**src/rtl/fq_pkg.sv**
```systemverilog
package fq_pkg;
   typedef enum logic {
      STORE_REG  = 1'b0,
      STORE_COMB = 1'b1
   } store_e;

   function automatic int ptr_width(input int depth);
      return (depth > 1) ? $clog2(depth) : 1;
   endfunction
endpackage

```
**src/rtl/fq_ptr.sv**
```systemverilog
module fq_ptr #(
   parameter int DEPTH = 5,
   parameter int PW    = 3
) (
   input  logic          clk,
   input  logic          rst,
   input  logic          clr,
   input  logic          adv,
   output logic [PW-1:0] ptr,
   output logic [PW-1:0] ptr_nxt
);
   localparam logic [PW-1:0] LAST = PW'(DEPTH - 1);

   logic [PW-1:0] ptr_inc;

   assign ptr_inc = (ptr == LAST) ? '0 : ptr + 1'b1;

   always_comb begin
      if (clr)      ptr_nxt = '0;
      else if (adv) ptr_nxt = ptr_inc;
      else          ptr_nxt = ptr;
   end

   always_ff @(posedge clk) begin
      if (rst) ptr <= '0;
      else     ptr <= ptr_nxt;
   end

   AST_PTR_RANGE: assert property (@(posedge clk) disable iff (rst)
      ptr <= LAST);
endmodule

```
**src/rtl/fq_store.sv**
```systemverilog
module fq_store #(
   parameter int             W     = 8,
   parameter int             DEPTH = 5,
   parameter int             PW    = 3,
   parameter fq_pkg::store_e STORE = fq_pkg::STORE_REG
) (
   input  logic          clk,
   input  logic          we,
   input  logic [PW-1:0] waddr,
   input  logic [W-1:0]  wdata,
   input  logic [PW-1:0] raddr,
   input  logic [PW-1:0] raddr_nxt,
   output logic [W-1:0]  rdata
);
   logic [W-1:0] mem [DEPTH];

   always_ff @(posedge clk) begin
      if (we) mem[waddr] <= wdata;
   end

   if (STORE == fq_pkg::STORE_COMB) begin : g_comb
      assign rdata = mem[raddr];
   end else begin : g_reg
      logic [W-1:0] rd_q;
      always_ff @(posedge clk) begin
         if (we && (waddr == raddr_nxt)) rd_q <= wdata;
         else                            rd_q <= mem[raddr_nxt];
      end
      assign rdata = rd_q;
   end
endmodule

```
**src/rtl/fq_ctrl.sv**
```systemverilog
module fq_ctrl #(
   parameter int DEPTH = 5,
   parameter int CW    = 3
) (
   input  logic          clk,
   input  logic          rst,
   input  logic          flush,
   input  logic          enq_fire,
   input  logic          deq_fire,
   output logic [CW-1:0] count,
   output logic          full,
   output logic          empty
);
   localparam logic [CW-1:0] CMAX = CW'(DEPTH);

   logic [CW-1:0] count_nxt;

   always_comb begin
      count_nxt = count;
      if (flush)                     count_nxt = '0;
      else if (enq_fire && !deq_fire) count_nxt = count + 1'b1;
      else if (deq_fire && !enq_fire) count_nxt = count - 1'b1;
   end

   always_ff @(posedge clk) begin
      if (rst) count <= '0;
      else     count <= count_nxt;
   end

   assign full  = (count == CMAX);
   assign empty = (count == '0);

   AST_COUNT_BOUND: assert property (@(posedge clk) disable iff (rst)
      count <= CMAX);
endmodule

```
**src/rtl/flush_fifo.sv**
```systemverilog
module flush_fifo #(
   parameter int             W     = 8,
   parameter int             DEPTH = 5,
   parameter fq_pkg::store_e STORE = fq_pkg::STORE_REG,
   localparam int            CW    = $clog2(DEPTH + 1)
) (
   input  logic          clk,
   input  logic          rst,
   input  logic          flush,
   input  logic          enq_valid,
   output logic          enq_ready,
   input  logic [W-1:0]  enq_data,
   output logic          deq_valid,
   input  logic          deq_ready,
   output logic [W-1:0]  deq_data,
   output logic [CW-1:0] count
);
   localparam int PW = fq_pkg::ptr_width(DEPTH);

   if (DEPTH < 1) begin : g_bad_depth
      $error("flush_fifo: DEPTH must be at least 1");
   end
   if (W < 1) begin : g_bad_width
      $error("flush_fifo: W must be at least 1");
   end

   logic          full, empty;
   logic          enq_fire, deq_fire;
   logic [PW-1:0] wr_ptr, wr_ptr_nxt;
   logic [PW-1:0] rd_ptr, rd_ptr_nxt;

   assign enq_ready = !full;
   assign deq_valid = !empty;
   assign enq_fire  = enq_valid && enq_ready;
   assign deq_fire  = deq_valid && deq_ready;

   fq_ctrl #(.DEPTH(DEPTH), .CW(CW)) u_ctrl (
      .clk(clk), .rst(rst), .flush(flush),
      .enq_fire(enq_fire), .deq_fire(deq_fire),
      .count(count), .full(full), .empty(empty)
   );

   fq_ptr #(.DEPTH(DEPTH), .PW(PW)) u_wptr (
      .clk(clk), .rst(rst), .clr(flush), .adv(enq_fire),
      .ptr(wr_ptr), .ptr_nxt(wr_ptr_nxt)
   );

   fq_ptr #(.DEPTH(DEPTH), .PW(PW)) u_rptr (
      .clk(clk), .rst(rst), .clr(flush), .adv(deq_fire),
      .ptr(rd_ptr), .ptr_nxt(rd_ptr_nxt)
   );

   fq_store #(.W(W), .DEPTH(DEPTH), .PW(PW), .STORE(STORE)) u_store (
      .clk(clk), .we(enq_fire && !flush), .waddr(wr_ptr), .wdata(enq_data),
      .raddr(rd_ptr), .raddr_nxt(rd_ptr_nxt), .rdata(deq_data)
   );

   AST_FLUSH_EMPTIES: assert property (@(posedge clk) disable iff (rst)
      flush |=> (count == '0) && enq_ready && !deq_valid);

   AST_HOLD_COUNT: assert property (@(posedge clk) disable iff (rst)
      (enq_fire && deq_fire && !flush) |=> $stable(count));

   AST_DRAIN_STEP: assert property (@(posedge clk) disable iff (rst)
      (deq_fire && !enq_fire && !flush) |=> (count == $past(count) - 1'b1));

   AST_FLUSH_VALID: assert property (@(posedge clk) disable iff (rst)
      (flush && (count != '0)) |-> deq_valid);
endmodule

```
**config.mk**
```make
export PLATFORM = sky130hd
export DESIGN_NAME = flush_fifo
export DESIGN_NICKNAME = d
export VERILOG_FILES = /design/src/rtl/fq_pkg.sv /design/src/rtl/fq_ptr.sv /design/src/rtl/fq_store.sv /design/src/rtl/fq_ctrl.sv /design/src/rtl/flush_fifo.sv
export SDC_FILE = /design/constraint.sdc
export NUM_CORES = 1
export LEC_CHECK = 0
export BUFFER_PORTS_ARGS = -buffer_cell sky130_fd_sc_hd__buf_2
export CORE_AREA = 2 2 69 71
export DETAILED_ROUTE_END_ITERATION = 10
export DIE_AREA = 0 0 71 73
export PLACE_DENSITY = 0.71
export SLEW_MARGIN = 0
export SYNTH_ARGS = -nofsm -noshare
export SYNTH_HDL_FRONTEND = slang
export SYNTH_SLANG_ARGS = --single-unit
export TNS_END_PERCENT = 50
```
**constraint.sdc**
```tcl
create_clock -name clk -period 1.9 [get_ports clk]
set_input_delay 0.095 -clock clk [delete_from_list [all_inputs] [get_ports clk]]
set_output_delay 0.095 -clock clk [all_outputs]
set_load 0.1 [all_outputs]
```
==> reports/summary.txt <==
status: complete, but fails checks
failing checks: negative setup slack
Worst path top cell family by delay: adder cells
Die Width: 71 um
Reg area: 1455 um^2
synth unique cells: 34
Vias: 1191
Via density: 5.488
synth warn: 0
clock sink count: 52
TNS Setup: -0.0006879 ns
Synth Register Bits: 52
initial core utilization: 0.4720
Worst VDD drop: 0.6101 mV
post-synthesis sequential area ratio: 0.6733
Area contributors post-synth: edfxtp_1 56%, dfxtp_1 11%, mux4_2 8.4%, mux2_2 4.2%, ha_1 2.9%
NumNets Final: 181
crit-path max FO: 4
drt drc: 0
Worst Setup End Kind: register
WP data arrival: 2.13 ns
Port Buffers: 25
Rows: 25
area growth from synthesis to layout: 26.89%
Root Driver: clkbuf_8
core area: 4536 um^2
max incr delay on CP: 0.37 ns
WP buf/inv: 1
type of origin of the critical path: register
Max Buffers Root-to-Sink: 2
Max Fclk: 526.1 MHz
Clock Latency Late Sink: 0.30 ns
post-synth top area cell: edfxtp_1
first-pass GRT wire length: 6423 um
io pins: 26
commonest non-fill, non-tap cell in the layout: edfxtp_1
syn nets: 145
fin crit share: 1.000
Syn Inst Count: 126
mapped cell area: 2141 um^2
max cap viols: 0
hold crit path type: input pin to register
design area: 2716 um^2
initial drt markers: 81
DR WL/cell: 18.32 um
worst setup slack after layout: -0.0006879 ns
pin count of the biggest net entering global routing: 17
Required @ worst endpoint: 2.13 ns
DRT Wirelength: 3976 um
fin util: 0.5989
slowest CP cell: dfxtp_4
fin crit period: 1.901 ns
Final Power: 2.732 mW
Avg Inst Size Synth: 16.99 um^2
slew margin rel.: 0.6634
hold_buf cts: 0
layout cells sized above 1: 0.4663
H-tree depth: 2
Synth top area share: 0.5611
crit path cell chain: o31ai_4 > ha_4 > inv_2 > fa_2 > xor2_1 > or3_1 > a21oi_2
global route total overflow: 0
commonest non-fill, non-tap cells in the layout: 40 x edfxtp_1, 17 x buf_2, 9 x buf_4, 8 x nor2_1, 8 x mux4_2
CTS tree: done
RSZ-0062 raised after global routing: true
area taken by multi-input logic gates: 726.9 um^2
ANT cells: 0
total CTS buffers: 5
# setup viols final: 1
Die ar.: 5183 um^2
number of global-route vias before repair: 1278
post-route ant nets: 0
worst-margin pin slew: 0.4922 ns
final count of hold timing violations: 0
GP Congestion: 0.7016
Leakage: 0.9965 nW
critical path class: register to register
power per cell area: 1006 nW/um^2
Overall Global Routing Usage: 0.1702
initial antenna violation count: 0
Reg clk slew, reported paths: 0.09 ns
Detailed Place HPWL: 2736 um
fillers: 325
Worst Skew: 0.004242 ns
placed cell area: 2441 um^2
Die Y: 73 um
First-pass DRT Iterations: 4
max-slew violation count: 0
## repair_timing
| item | 4_1_cts | 5_1_grt |
|---|---|---|
| setup endpoints to repair | 9 | 9 |
| pin swaps | 2 | 1 |
| buffers inserted | 1 | 2 |
| cloned | 0 | 0 |
| gates resized for setup | 17 | 11 |
## per-stage QoR
step                setup slack [ns]  hold slack [ns]  cells
finish                    -0.0006879          0.01255    217
global route                -0.06352          0.01584    217
CTS                         -0.01572         0.005358    215
detailed placement          -0.02133           0.3230    206
global placement             0.08896           0.3165    206
floorplan                    -0.4977           0.1939    126
## cells by family after synthesis
family	after synthesis	synth area share
adder cells (fa/ha/maj)	6	0.03857
flip-flops	52	0.6733
XOR/XNOR	2	0.008184
AO/OA/AOI/OAI	12	0.04793
AND/OR/NAND/NOR	24	0.06430
buffers and inverters	11	0.02747
multiplexers	19	0.1403
## area by class of cell
cell class / instances / share of cell area
Clock buffer: 5 / 0.02533
Clock inverter: 3 / 0.03316
Inverter: 5 / 0.006909
Multi-Input combinational cell: 63 / 0.2676
Sequential cell: 52 / 0.5357
Tap cell: 54 / 0.02487
Timing Repair Buffer: 35 / 0.1064
## state kept, by name (all words and copies together), names as in the netlist, named ones only
name,flops
u_rptr.ptr,3
u_wptr.ptr,3
u_store.mem,40
u_ctrl.count,3
## per-layer routing
| layer | track usage | vias up | wire length [um] |
|---|---|---|---|
| met5 | 0 | - | 0 |
| met4 | 0.05660 | 0 | 65 |
| met3 | 0.04420 | 8 | 151 |
| met2 | 0.3094 | 24 | 2276 |
| met1 | 0.1965 | 602 | 1482 |
| li1 | - | 557 | - |
## cell usage after synthesis (all sizes together)
cell     instances
a32o             1
nor2             8
nor4             3
or3              2
o21ai            2
nand4            1
a2111oi          1
o211ai           1
nand3            1
buf              5
xor2             2
clkbuf           1
mux4             8
mux2i            3
and3             1
mux2             8
ha               5
a21oi            4
nor2b            1
edfxtp          40
or2              1
o31ai            3
or3b             1
nand3b           2
fa               1
nor3             1
dfxtp           12
and2             1
nor3b            1
inv              5
## final timing paths
path,cells after the start,slack (ns),end,from
max reg2reg,7,-0.0007,u_ctrl.count[2],u_ctrl.count[1]
min,1,0.01,u_store.mem[2][6],enq_data[6]
max,7,-0.0007,u_ctrl.count[2],u_ctrl.count[1]
min reg2reg,2,0.57,u_ctrl.count[1],u_ctrl.count[1]
## power by group
group	internal [mW]	switching (mW)	total (mW)
registers	1.24	0.0213	1.27
logic	0.159	0.302	0.461
clock network	0.658	0.347	1.01
Power figures use the tool's default switching activity.
